==> src/rtl/adc_seq_pkg.sv <==
package adc_seq_pkg;

   localparam int RES_CYC    = 15;
   localparam int SAMPLE_MAX = 24;

   function automatic logic [4:0] sample_cycles(input logic [2:0] code);
      logic [4:0] s;
      case (code)
         3'd0:    s = 5'd4;
         3'd1:    s = 5'd6;
         3'd2:    s = 5'd8;
         3'd3:    s = 5'd10;
         3'd4:    s = 5'd12;
         3'd5:    s = 5'd16;
         3'd6:    s = 5'd20;
         default: s = 5'd24;
      endcase
      return s;
   endfunction

endpackage

==> src/rtl/adc_clk_div.sv <==
module adc_clk_div #(
   parameter int PRS_W = 5
) (
   input  logic             clk,
   input  logic             rst_n,
   input  logic             clr,
   input  logic             run,
   input  logic [PRS_W-1:0] prs,
   output logic             tick
);
   logic [PRS_W:0] cnt;
   logic [PRS_W:0] limit;

   assign limit = {prs, 1'b1};
   assign tick  = run && (cnt == limit);

   always_ff @(posedge clk or negedge rst_n) begin
      if (!rst_n)              cnt <= '0;
      else if (clr || !run)    cnt <= '0;
      else if (cnt == limit)   cnt <= '0;
      else                     cnt <= cnt + 1'b1;
   end

   AST_TICK_GAP: assert property (@(posedge clk) disable iff (!rst_n)
      tick |=> !tick);

endmodule

==> src/rtl/adc_conv_timer.sv <==
module adc_conv_timer #(
   parameter int CW = 6
) (
   input  logic          clk,
   input  logic          rst_n,
   input  logic          clr,
   input  logic          tick,
   input  logic [CW-1:0] len,
   output logic          conv_end
);
   logic [CW-1:0] cnt;

   assign conv_end = tick && (cnt == len - 1'b1);

   always_ff @(posedge clk or negedge rst_n) begin
      if (!rst_n)        cnt <= '0;
      else if (clr)      cnt <= '0;
      else if (conv_end) cnt <= '0;
      else if (tick)     cnt <= cnt + 1'b1;
   end

   AST_PHASE_BOUND: assert property (@(posedge clk) disable iff (!rst_n)
      cnt < len);

endmodule

==> src/rtl/adc_result_bank.sv <==
module adc_result_bank #(
   parameter int NREG  = 8,
   parameter int RES_W = 12
) (
   input  logic                    clk,
   input  logic                    rst_n,
   input  logic                    wr_en,
   input  logic [$clog2(NREG)-1:0] wr_idx,
   input  logic [RES_W-1:0]        wr_data,
   input  logic                    rd_en,
   input  logic [$clog2(NREG)-1:0] rd_idx,
   output logic [RES_W-1:0]        rd_data,
   output logic [NREG-1:0]         flags
);
   localparam int IDX_W = $clog2(NREG);

   logic [RES_W-1:0] regs [NREG];

   for (genvar i = 0; i < NREG; i++) begin : g_slot
      logic [RES_W-1:0] data_r;
      logic             flag_r;
      logic             hit_w;
      logic             hit_r;

      assign hit_w = wr_en && (wr_idx == IDX_W'(i));
      assign hit_r = rd_en && (rd_idx == IDX_W'(i));

      always_ff @(posedge clk or negedge rst_n) begin
         if (!rst_n) begin
            data_r <= '0;
            flag_r <= 1'b0;
         end else begin
            if (hit_w)      data_r <= wr_data;
            if (hit_w)      flag_r <= 1'b1;
            else if (hit_r) flag_r <= 1'b0;
         end
      end

      assign regs[i]  = data_r;
      assign flags[i] = flag_r;
   end

   assign rd_data = regs[rd_idx];

   AST_FLAG_ON_WRITE: assert property (@(posedge clk) disable iff (!rst_n)
      wr_en |=> flags[$past(wr_idx)]);

endmodule

==> src/rtl/adc_seq_ctrl.sv <==
module adc_seq_ctrl
   import adc_seq_pkg::*;
#(
   parameter int NREG          = 8,
   parameter int RES_W         = 12,
   parameter int CH_W          = 4,
   parameter int PRS_W         = 5,
   parameter int DISCHARGE_CYC = 2
) (
   input  logic                    clk,
   input  logic                    rst_n,
   input  logic                    cfg_wr,
   input  logic [PRS_W-1:0]        cfg_prescale,
   input  logic [2:0]              cfg_sample_code,
   input  logic                    cfg_discharge,
   input  logic [$clog2(NREG)-1:0] cfg_seq_len,
   input  logic                    cfg_fifo,
   input  logic                    cfg_continuous,
   input  logic [CH_W-1:0]         cfg_channel,
   input  logic                    stop,
   output logic                    ana_start,
   output logic [CH_W-1:0]         ana_channel,
   input  logic                    ana_done,
   input  logic [RES_W-1:0]        ana_result,
   input  logic                    rd_en,
   input  logic [$clog2(NREG)-1:0] rd_idx,
   output logic [RES_W-1:0]        rd_data,
   output logic [NREG-1:0]         cc_flags,
   output logic                    seq_done,
   output logic                    busy
);
   localparam int IDX_W = $clog2(NREG);
   localparam int N_MAX = DISCHARGE_CYC + SAMPLE_MAX + RES_CYC;
   localparam int CW    = $clog2(N_MAX + 1);

   if (NREG < 2 || (NREG & (NREG - 1)) != 0) begin : g_bad_nreg
      $error("NREG must be a power of two, at least 2");
   end
   if (RES_W < 1 || CH_W < 1 || PRS_W < 1) begin : g_bad_width
      $error("widths must be positive");
   end
   if (DISCHARGE_CYC < 0) begin : g_bad_dis
      $error("DISCHARGE_CYC must not be negative");
   end

   logic [PRS_W-1:0] prs_q;
   logic [2:0]       code_q;
   logic             dis_q, fifo_q, cont_q, busy_q;
   logic [IDX_W:0]   len_q, k_q;
   logic [IDX_W-1:0] ptr_q;
   logic [RES_W-1:0] res_q;
   logic [CH_W-1:0]  chan_q;
   logic [CW-1:0]    conv_len;
   logic             tick, conv_end, wr_en;

   assign conv_len = CW'(dis_q ? DISCHARGE_CYC : 0) + CW'(sample_cycles(code_q))
                   + CW'(RES_CYC);
   assign wr_en    = conv_end && !stop && !cfg_wr;

   adc_clk_div #(.PRS_W(PRS_W)) u_div (
      .clk(clk), .rst_n(rst_n), .clr(cfg_wr), .run(busy_q), .prs(prs_q), .tick(tick)
   );

   adc_conv_timer #(.CW(CW)) u_tmr (
      .clk(clk), .rst_n(rst_n), .clr(cfg_wr || stop), .tick(tick),
      .len(conv_len), .conv_end(conv_end)
   );

   adc_result_bank #(.NREG(NREG), .RES_W(RES_W)) u_bank (
      .clk(clk), .rst_n(rst_n), .wr_en(wr_en), .wr_idx(ptr_q), .wr_data(res_q),
      .rd_en(rd_en), .rd_idx(rd_idx), .rd_data(rd_data), .flags(cc_flags)
   );

   always_ff @(posedge clk or negedge rst_n) begin
      if (!rst_n) begin
         prs_q <= '0; code_q <= '0; dis_q <= 1'b0; fifo_q <= 1'b0; cont_q <= 1'b0;
         len_q <= '0; k_q <= '0; ptr_q <= '0; res_q <= '0; chan_q <= '0;
         busy_q <= 1'b0; ana_start <= 1'b0; seq_done <= 1'b0;
      end else begin
         ana_start <= 1'b0;
         seq_done  <= 1'b0;
         if (ana_done) res_q <= ana_result;
         if (stop) begin
            busy_q <= 1'b0;
         end else if (cfg_wr) begin
            prs_q     <= cfg_prescale;
            code_q    <= cfg_sample_code;
            dis_q     <= cfg_discharge;
            fifo_q    <= cfg_fifo;
            cont_q    <= cfg_continuous;
            chan_q    <= cfg_channel;
            len_q     <= (cfg_seq_len == '0) ? (IDX_W+1)'(NREG) : {1'b0, cfg_seq_len};
            k_q       <= '0;
            busy_q    <= 1'b1;
            ana_start <= 1'b1;
            if (!cfg_fifo) ptr_q <= '0;
         end else if (conv_end) begin
            ptr_q <= ptr_q + 1'b1;
            if (k_q == len_q - 1'b1) begin
               seq_done <= 1'b1;
               k_q      <= '0;
               if (cont_q) begin
                  ana_start <= 1'b1;
                  if (!fifo_q) ptr_q <= '0;
               end else begin
                  busy_q <= 1'b0;
               end
            end else begin
               k_q       <= k_q + 1'b1;
               ana_start <= 1'b1;
            end
         end
      end
   end

   assign busy        = busy_q;
   assign ana_channel = chan_q;

   AST_START_NEEDS_BUSY: assert property (@(posedge clk) disable iff (!rst_n)
      ana_start |-> busy);
   AST_DONE_ONE_CYCLE: assert property (@(posedge clk) disable iff (!rst_n)
      seq_done |=> !seq_done);
   AST_SINGLE_GOES_IDLE: assert property (@(posedge clk) disable iff (!rst_n)
      (seq_done && !cont_q) |-> !busy);
   AST_STOP_HALTS: assert property (@(posedge clk) disable iff (!rst_n)
      stop |=> (!busy && !ana_start));

endmodule

==> config.mk <==
export PLATFORM = sky130hd
export DESIGN_NAME = adc_seq_ctrl
export DESIGN_NICKNAME = d
export VERILOG_FILES = /design/src/rtl/adc_seq_pkg.sv /design/src/rtl/adc_clk_div.sv /design/src/rtl/adc_conv_timer.sv /design/src/rtl/adc_result_bank.sv /design/src/rtl/adc_seq_ctrl.sv
export SDC_FILE = /design/constraint.sdc
export NUM_CORES = 1
export LEC_CHECK = 0
export BUFFER_PORTS_ARGS = -buffer_cell sky130_fd_sc_hd__buf_2
export CAP_MARGIN = 15
export CORE_MARGIN = 3
export CORE_UTILIZATION = 60
export CTS_CLUSTER_SIZE = 12
export DETAILED_ROUTE_END_ITERATION = 7
export PLACE_DENSITY_LB_ADDON = 0.05
export SYNTH_ARGS = -nofsm -noshare
export SYNTH_HDL_FRONTEND = slang
export SYNTH_SLANG_ARGS = --single-unit
==> constraint.sdc <==
create_clock -name clk -period 4 [get_ports clk]
set_clock_uncertainty 0.05 [all_clocks]
set_input_delay 0.8 -clock clk [delete_from_list [all_inputs] [get_ports clk]]
set_output_delay 0.8 -clock clk [all_outputs]
set_load 0.02 [all_outputs]
---- Word-level counts from Yosys, hierarchy flattened ----
Cells that the tools add are included.
word-level totals
  flip-flop bits (word level) ............. 157
  output and inout port bits .............. 27
operators by class
  add/subtract/negate cells ............... 8
  magnitude comparators ................... 1
  eq/ne operators ......................... 25
  mux-type cells .......................... 50
  bitwise operators ....................... 2
  reduce and logical (&&, ||, !) cells .... 45
operators by type and width
  kind                                                                   count
  12-bit binary-select mux with 3-bit select                             1
  5-bit one-hot mux with 7 select lines                                  1
  3-bit equality test, second input constant                             11
  1-bit two-way mux                                                      30
  6-bit two-way mux                                                      5
  12-bit two-way mux                                                     2
  1-bit logical AND                                                      20
  3-bit by 2-bit equality test with 1-bit output, second input constant  6
  3-bit two-way mux                                                      6
  2-bit nonzero test                                                     9
  4-bit two-way mux                                                      4
  6-bit by 1-bit adder with 6-bit output, second input constant          2
  6-bit equality test                                                    2
  3-bit zero test                                                        4
  3-bit by 1-bit equality test with 1-bit output, second input constant  3
  3-bit nonzero test                                                     3
  2-bit by 5-bit adder with 6-bit output                                 1
  6-bit by 4-bit adder with 6-bit output, second input constant          1
  3-bit AND reduction                                                    2
  6-bit by 1-bit subtractor with 6-bit output, second input constant     1
  4-bit by 1-bit adder with 4-bit output, second input constant          1
  4-bit equality test                                                    1
  4-bit greater-or-equal comparator, second input constant               1
  3-bit NOT with 4-bit output                                            1
  9 further kinds                                                        13

---- Logic depth before layout (Yosys ltp) ----
Gate-level depths: netlist (run 1).
  depth in word-level cells ............... 11
  depth in mapped cells ................... 12
  mapped depth without buffers ............ 11

---- By module ----
From an unflattened synthesis (run 1), not the netlist that was laid out.
unflattened totals
  cell total of the unflattened synthesis .. 566
  area total of the unflattened synthesis .. 7503.4 um^2
by module, submodules not included
  module           instances  cells each  area each (um^2)
  adc_result_bank  1          328         4770.8
  adc_seq_ctrl     1          149         1874.3
  adc_conv_timer   1          56          484.2
  adc_clk_div      1          33          374.1

---- Worst setup path before layout (run 1) ----
Ideal clock, no wire load.
  kind .................................... reg2reg
  start ................................... register code_q[2]
  end ..................................... register u_bank.g_slot[0].data_r[10]
  setup time .............................. 0.125 ns
  arrival time ............................ 3.038 ns
  setup slack ............................. 0.787 ns
  stages on the path, launching flop included .. 12
  period minus slack after synthesis ...... 3.213 ns
  path through ............................ dfrtp_1 mux2i_1 inv_1 ha_1 inv_1 fa_1 xnor2_1 nor4_4 o211ai_4 nor4b_4 buf_6 mux2_4
between the ends
  word-level cells in the longest chain between the ends .. 10
  elaborated cells on any way between the ends .. 16
  those cells by class .................... add/sub: 3; eq/ne: 7; mux: 1; reduce/logical: 5
ends and longest elaborated chain
  what                                           line                   source
  start, declared                                adc_seq_ctrl.sv:47     logic [2:0] code_q;
  start signal, assigned                         adc_seq_ctrl.sv:87     code_q <= cfg_sample_code;
  3-bit equality test (tied with other cells)    adc_seq_pkg.sv:8       case (code)
  5-bit one-hot mux with 7 select lines *        adc_seq_pkg.sv:8
  2-bit by 5-bit adder with 6-bit output *       adc_seq_ctrl.sv:56     assign conv_len = CW'(dis_q ? DISCHARGE_CYC : 0) + CW'(sample_cycles(code_q))
  6-bit by 4-bit adder with 6-bit output *       adc_seq_ctrl.sv:57     + CW'(RES_CYC);
  6-bit by 1-bit subtractor with 6-bit output *  adc_conv_timer.sv:13   assign conv_end = tick && (cnt == len - 1'b1);
  6-bit equality test *                          adc_conv_timer.sv:13
  1-bit logical AND *                            adc_conv_timer.sv:13
  1-bit logical AND * (2 in series)              adc_seq_ctrl.sv:58     assign wr_en = conv_end && !stop && !cfg_wr;
  1-bit logical AND *                            adc_result_bank.sv:25  assign hit_w = wr_en && (wr_idx == IDX_W'(i));
  end signal, assigned                           adc_result_bank.sv:33  if (hit_w) data_r <= wr_data;
  end, declared                                  adc_result_bank.sv:20  logic [RES_W-1:0] data_r;
Every way passes the cells marked *; elsewhere a longest branch is shown, timed or not.
A chain may end at the register's enable or synchronous reset.

---- Worst setup path in the final report (run 1) ----
  start ................................... register code_q[2]
  end ..................................... register u_bank.g_slot[1].data_r[7]
between the ends
  word-level cells in the longest chain between the ends .. 10
  elaborated cells on any way between the ends .. 16
  those cells by class .................... add/sub: 3; eq/ne: 7; mux: 1; reduce/logical: 5
ends and longest elaborated chain
  what                                           line
  3-bit equality test (tied with other cells)    adc_seq_pkg.sv:8
  5-bit one-hot mux with 7 select lines *        adc_seq_pkg.sv:8
  2-bit by 5-bit adder with 6-bit output *       adc_seq_ctrl.sv:56
  6-bit by 4-bit adder with 6-bit output *       adc_seq_ctrl.sv:57
  6-bit by 1-bit subtractor with 6-bit output *  adc_conv_timer.sv:13
  6-bit equality test *                          adc_conv_timer.sv:13
  1-bit logical AND *                            adc_conv_timer.sv:13
  1-bit logical AND * (2 in series)              adc_seq_ctrl.sv:58
  1-bit logical AND *                            adc_result_bank.sv:25
  end signal, assigned                           adc_result_bank.sv:33
  end, declared                                  adc_result_bank.sv:20
Marks and branches as above.

==> impl_results.md, run 1 <==
- Status: completed
- Slowest stage cell, crit path: nor4b_4
- Dpl hpwl: 9800 um
- Minimum clock period: 3770 ps
- Number of placement rows: 40
- WL/cell: 18.6 um
- Post-CTS resize count: 0
- Worst hold path type: in2async
- Yosys Warn Count: 0
- Port buffer count: 65
- Mux contribution to synthesized area: 26.7%
- Setup bufs post-CTS: 0
- Nets: 667
- PD cells: 416 mW/mm^2
- CP max stage delay: 540 ps
- Vias per Instance: 5.65
- Hold-fix buffers, CTS: 0
- Unique masters post-synth: 54
- Area of the die: 0.0140 mm^2
- H-tree depth: 4
- Design Power: 3.59 mW
- Die W: 118 um
- CP endpoint kind: flop
- Synth area leader: dfrtp_1
- Grt ovf: 0
- # clock sinks: 157
- Clk_lat worst skew: 420 ps
- Buffers & Inverters on Critical Path: 3
- Max cap viols: 0
- Final antenna-violating net count: 0
- Drt total wl: 14700 um
- Reg-to-reg startpoint: code_q[2]
- Final Max Slew Viols: 0
- RSZ-0062 raised after global routing: no
- Maximum clock insertion buffer count: 2
- Initial DRT Pass Iterations: 4
- Ratio of cells with drive above 1 in the final layout: 39.7%
- Multi-input logic area: 0.00341 mm^2
- Crit path cell chain: mux2i_1 -> inv_1 -> ha_1 -> inv_1 -> fa_1 -> xnor2_1 -> nor4_4 -> o211ai_4 -> nor4b_4 -> buf_4 -> mux2_4
- Syn-to-layout area delta: 13.9%
- Global-route wire length before repair: 24700 um
- Dpl cells: 762
- Synthesized area: 0.00758 mm^2
- Syn Nets: 602
- Final Setup Violations: 0
- Adder-Cell Fraction of Synth Area: 2.57%
- # DRC: 0
- Register area: 0.00393 mm^2
- Mean post-synth cell area: 13.8 um^2
- Final cell count without fillers: 793
- Reg2reg end: u_bank.g_slot[1].data_r[7]
- XOR/XNOR Fraction of Synth Area: 2.43%
- Final Hold Fails: 0
- Fin crit share: 94.3%
- Worst-path clk slew: 60 ps
- Vias in the first global route: 4774
- Reg2Reg Depth: 11
- Number of flops mapped to enable cells by yosys: 0
- Synth Area in Compound Gates: 3.98%
- CTS tree: built
- CP arrival: 4030 ps
- Initial Util: 62.3%
- Largest family of logic cells by synthesized area: multiplexers
- Synth area leaders: dfrtp_1 52%, mux2_2 11%, mux4_2 7.1%
- Inserted Diodes: 0
- Yosys reg bits: 157
- Initial antenna violation count: 0
- Num CTS Buffers: 17
- R2R setup slack: 230 ps
- Critical path type: reg2reg
- Fillcell total: 846
- Detailed Route Iter0 Violations: 294
- Setup TNS: 0 ps
- Largest net degree at the start of global routing: 89
- Max_slew headroom: 34.9%
- Chip height: 118 um
- Root Buffer: clkbuf_16
- GRT Util Overall: 22.4%
- Placer Congestion: 0.828
- Vias: 4478
- Maximum clock rate: 265 MHz
- Crit path max-delay family: simple AND/OR/NAND/NOR gates
- CP Max Fanout: 17
- Seq/Total Area, Yosys: 51.8%
- Cell repeated most along the worst path: inv_1
- Lkg Pwr: 4.31 nW
- Floorplan Core Area: 0.0122 mm^2
- Setup crit start kind: flop
- Post-synth top area share: 51.8%
- I/O Pins: 66
- Post-synth ARST share: 100%
- Post-Synthesis Cells: 548
- Worst-Margin Slew: 977 ps
- Main synth FF type: dfrtp_1
- Worst IR Drop VDD: 0.341 mV
- Simple-Gate Fraction of Synth Area: 9.24%
- CP required: 4260 ps
## cell usage after synthesis (3+ instances only)
cell and number:
inv_1 15, nand2b_1 6, clkbuf_1 9, nand4b_1 3, buf_4 11, xnor2_1 16
mux2_4 27, ha_1 14, nor4b_4 3, buf_6 3, o21ai_0 7, dfrtp_1 157
buf_1 7, a31oi_1 3, mux4_2 24, nor3_1 3, and3_1 3, or3_1 4
o22ai_1 3, nand2_1 60, nor2_1 8, nand3_1 11, xor2_1 5, a21oi_1 6
nor3_4 3, mux2_1 19, a21o_1 7, mux2_2 75, buf_2 3, nor2b_1 3
## state kept, by name (all words and copies together), names as in the netlist
signal and flops:
u_bank.g_slot.flag_r 8, prs_q 5, fifo_q 1, u_div.cnt 6, len_q 4, seq_done 1, k_q 4, ana_channel 4
ptr_q 3, busy 1, dis_q 1, code_q 3, ana_start 1, cont_q 1, res_q 12, u_bank.g_slot.data_r 96
u_tmr.cnt 6
## worst max-delay path by stage
stage | startpoint | end | slack, ps | cells past startpoint
final | code_q[2] | u_bank.g_slot[1].data_r[7] | 230 | 11
after global routing | code_q[2] | u_bank.g_slot[1].data_r[7] | 30 | 11
after CTS | code_q[2] | u_bank.g_slot[1].data_r[7] | 210 | 11
after detailed placement | code_q[2] | u_bank.g_slot[1].data_r[6] | 250 | 11
after global placement | code_q[2] | u_bank.g_slot[1].data_r[5] | 430 | 11
after floorplan | code_q[2] | u_bank.g_slot[0].data_r[10] | 790 | 11
## layer usage
layer	vias up	routed length [um]	track usage [%]
met5	-	0	0
met1	2323	7020	31.3
met2	68	7100	35.2
met4	0	124	5.87
li1	2077	-	-
met3	10	485	5.93
## final cells by class
cell class,instances,area share (%)
timing repair buffer,79,5.20
tap,168,2.43
clock inverter,6,0.956
sequential,157,45.5
inverter,15,0.652
multi-input combinational,343,39.4
clock buffer,25,5.85
## kinds of logic after synthesis
group,Yosys count
buffers and inverters,48
AO/OA/AOI/OAI,39
adder cells (fa/ha/maj),15
flip-flops,157
multiplexers,147
AND/OR/NAND/NOR,121
XOR/XNOR,21
## cell usage in the layout, fill, tap and decap left out, drive strengths merged, types with 7 or more instances in the layout
cell / synthesis / layout
nor2: 8 / 8
dfrtp: 157 / 157
xnor2: 16 / 16
mux2: 121 / 121
buf: 24 / 79
ha: 14 / 14
nand2: 60 / 60
inv: 15 / 15
clkbuf: 9 / 25
nand3: 11 / 11
mux4: 24 / 24
a21o: 7 / 7
o21ai: 7 / 7
## per-stage QoR
stage                     setup WS, ps  area [um^2]  util (%)  hold WS, ps
after floorplan                    787         7580         -          401
after global placement             430         8050      66.2          406
after detailed placement           250         8050      66.2          411
after CTS                          207         8640      71.0          418
after global routing              25.7         8640      71.0          430
final                              226         8640      71.0          364
## report_power, final
part           switching, mW  internal (mW)
Clock                  0.601          0.995
Sequential            0.0483           1.63
Combinational          0.194          0.126
Power figures use the tool's default switching activity.
==> run 2, diff against run 1 <==
--- a/config.mk
+++ b/config.mk
@@ -7,8 +7,10 @@
 export LEC_CHECK = 0
 export BUFFER_PORTS_ARGS = -buffer_cell sky130_fd_sc_hd__buf_2
 export CAP_MARGIN = 15
+export CELL_PAD_IN_SITES_DETAIL_PLACEMENT = 2
+export CELL_PAD_IN_SITES_GLOBAL_PLACEMENT = 2
 export CORE_MARGIN = 3
-export CORE_UTILIZATION = 60
+export CORE_UTILIZATION = 42
 export CTS_CLUSTER_SIZE = 12
 export DETAILED_ROUTE_END_ITERATION = 7
 export PLACE_DENSITY_LB_ADDON = 0.05
==> impl_results.md, run 2 (synthesis gave the netlist of run 1 again) <==
- Max cap viols: 0
- Worst-Margin Slew: 988 ps
- Setup TNS: 0 ps
- CP Max Fanout: 17
- Sw frac: 23.7%
- Critical path type: reg2reg
- Placer Congestion: 0.762
- Register area: 0.00393 mm^2
- GRT Util Overall: 20.0%
- Grt ovf: 0
- Die W: 140 um
- Detailed Route Iter0 Violations: 174
- Vias per Instance: 5.43
- Ratio of cells with drive above 1 in the final layout: 39.7%
- Chip height: 140 um
- Hold-fix buffers, CTS: 0
- Worst hold path type: in2async
- Worst setup margin: 363 ps
- Floorplan Core Area: 0.0175 mm^2
- Multi-input logic area: 0.00341 mm^2
- Dpl hpwl: 12000 um
- Biggest regs: u_bank.g_slot.data_r x96, res_q x12, u_bank.g_slot.flag_r x8
- Post-CTS resize count: 0
- Global-route wire length before repair: 30500 um
- Initial DRT Pass Iterations: 4
- Final core occ: 50.1%
- Most common cell after layout, fill and taps aside: dfrtp_1
- Initial Util: 43.4%
- Num CTS Buffers: 17
- Crit path max-delay family: simple AND/OR/NAND/NOR gates
- Net Sw Power: 0.901 mW
- Nets: 666
- Minimum clock period: 3640 ps
- Fillcell total: 1670
- Final Setup Violations: 0
- Fin crit share: 90.9%
- Final Max Slew Viols: 0
- PD cells: 434 mW/mm^2
- RSZ-0062 raised after global routing: no
- Maximum clock rate: 275 MHz
- Clk_lat worst skew: 420 ps
- Maximum clock insertion buffer count: 2
- Clock network fraction of design power: 47.2%
- Max_slew headroom: 34.1%
- Vias: 4607
- Vias in the first global route: 5419
- Seq pwr share: 44.2%
- Design area: 0.00875 mm^2
- Drt total wl: 18500 um
- # DRC: 0
- Final antenna-violating net count: 0
- WL/cell: 21.8 um
- Lkg Pwr: 4.32 nW
- Worst-path clk slew: 60 ps
- Root Buffer: clkbuf_16
- H-tree depth: 4
- Initial antenna violation count: 0
- CTS tree: built
- Status: completed
- Area of the die: 0.0197 mm^2
- Most frequent cells in the layout: 157 x dfrtp_1, 75 x mux2_2, 64 x buf_2
- Syn-to-layout area delta: 15.4%
- CP arrival: 3890 ps
- Slowest stage cell, crit path: dfrtp_1
- Setup crit start kind: flop
- Cell repeated most along the worst path: inv_1
- Crit path cell chain: mux2i_1 -> inv_1 -> ha_1 -> inv_1 -> fa_1 -> xnor2_1 -> nor4_4 -> o211ai_4 -> nor4b_4 -> buf_4 -> mux2_2
- Setup bufs post-CTS: 0
- Pint: 2.89 mW
- Placed instance area: 0.00810 mm^2
- Reg with most FFs: u_bank.g_slot.data_r
- I/O Pins: 66
- Final Hold Fails: 0
- CP endpoint kind: flop
- Number of placement rows: 48
- Worst IR Drop VDD: 0.286 mV
- Comb power frac: 8.5%
- Largest net degree at the start of global routing: 86
- # clock sinks: 157
- Worst slack, placed: 347 ps
- CP max stage delay: 420 ps
- Buffers & Inverters on Critical Path: 3
- Inserted Diodes: 0
- Max FFs per register: 96
- Port buffer count: 65
- CP required: 4250 ps
## run 2: cell types whose count changed in the layout (fill, tap and decap cells not counted)
cell	before	now
buf_12	1	0
bufinv_16	2	5
clkbuf_1	3	2
clkbuf_8	5	2
clkinv_2	3	2
inv_6	0	2
## run 2: power by group through the flow
stage | clock [mW] | sequential, mW | combinational (mW)
after floorplan | 0 | 1.70 | 0.212
after global placement | 0 | 1.70 | 0.318
after detailed placement | 0 | 1.71 | 0.332
after CTS | 1.84 | 1.68 | 0.335
after global routing | 1.92 | 1.69 | 0.366
final | 1.79 | 1.68 | 0.324
## run 2: path summary, 6_finish.rpt
kind | start | to | slack (ps) | cells after the start
worst min register to register | u_bank.g_slot[4].flag_r | u_bank.g_slot[4].flag_r | 420 | 1
worst max-delay path | code_q[2] | u_bank.g_slot[2].data_r[1] | 360 | 11
max in group asynchronous | rst_n | busy | 2580 | 2
worst min-delay path | rst_n | res_q[11] | 380 | 1
worst max register to register | code_q[2] | u_bank.g_slot[2].data_r[1] | 360 | 11
min in group clk | u_bank.g_slot[4].flag_r | u_bank.g_slot[4].flag_r | 420 | 1
## run 2: worst reg2reg max path, cell delays in order (launching register included)
cell and delay, ps:
dfrtp_1 420, mux2i_1 270, inv_1 120, ha_1 230, inv_1 80, fa_1 430, xnor2_1 170, nor4_4 370
o211ai_4 330, nor4b_4 350, buf_4 340, mux2_2 380
## run 2: area by class of cell
type / count / share of cell area (%)
flip-flops and latches: 157 / 44.9
well taps: 225 / 3.22
multi-input cells: 343 / 38.9
repair buffers: 78 / 4.91
clock buffers: 21 / 5.26
inverters: 15 / 0.644
clock inverters: 10 / 2.12
## run 2: per-stage QoR
step	power [mW]	hold slack, ps	instances
2_1_floorplan	1.91	401	548
3_3_place_gp	2.02	405	818
3_5_place_dp	2.04	411	818
4_1_cts	3.85	408	849
5_1_grt	3.97	431	849
6_report	3.79	383	849
## run 2: metal layers
layer | vias to the layer above | track usage (%) | share of wire (%)
li1 | 2076 | - | -
met1 | 2452 | 25.5 | 44
met2 | 69 | 35.0 | 52
met3 | 10 | 4.34 | 2.7
met4 | 0 | 4.59 | 0.76
met5 | - | 0 | 0
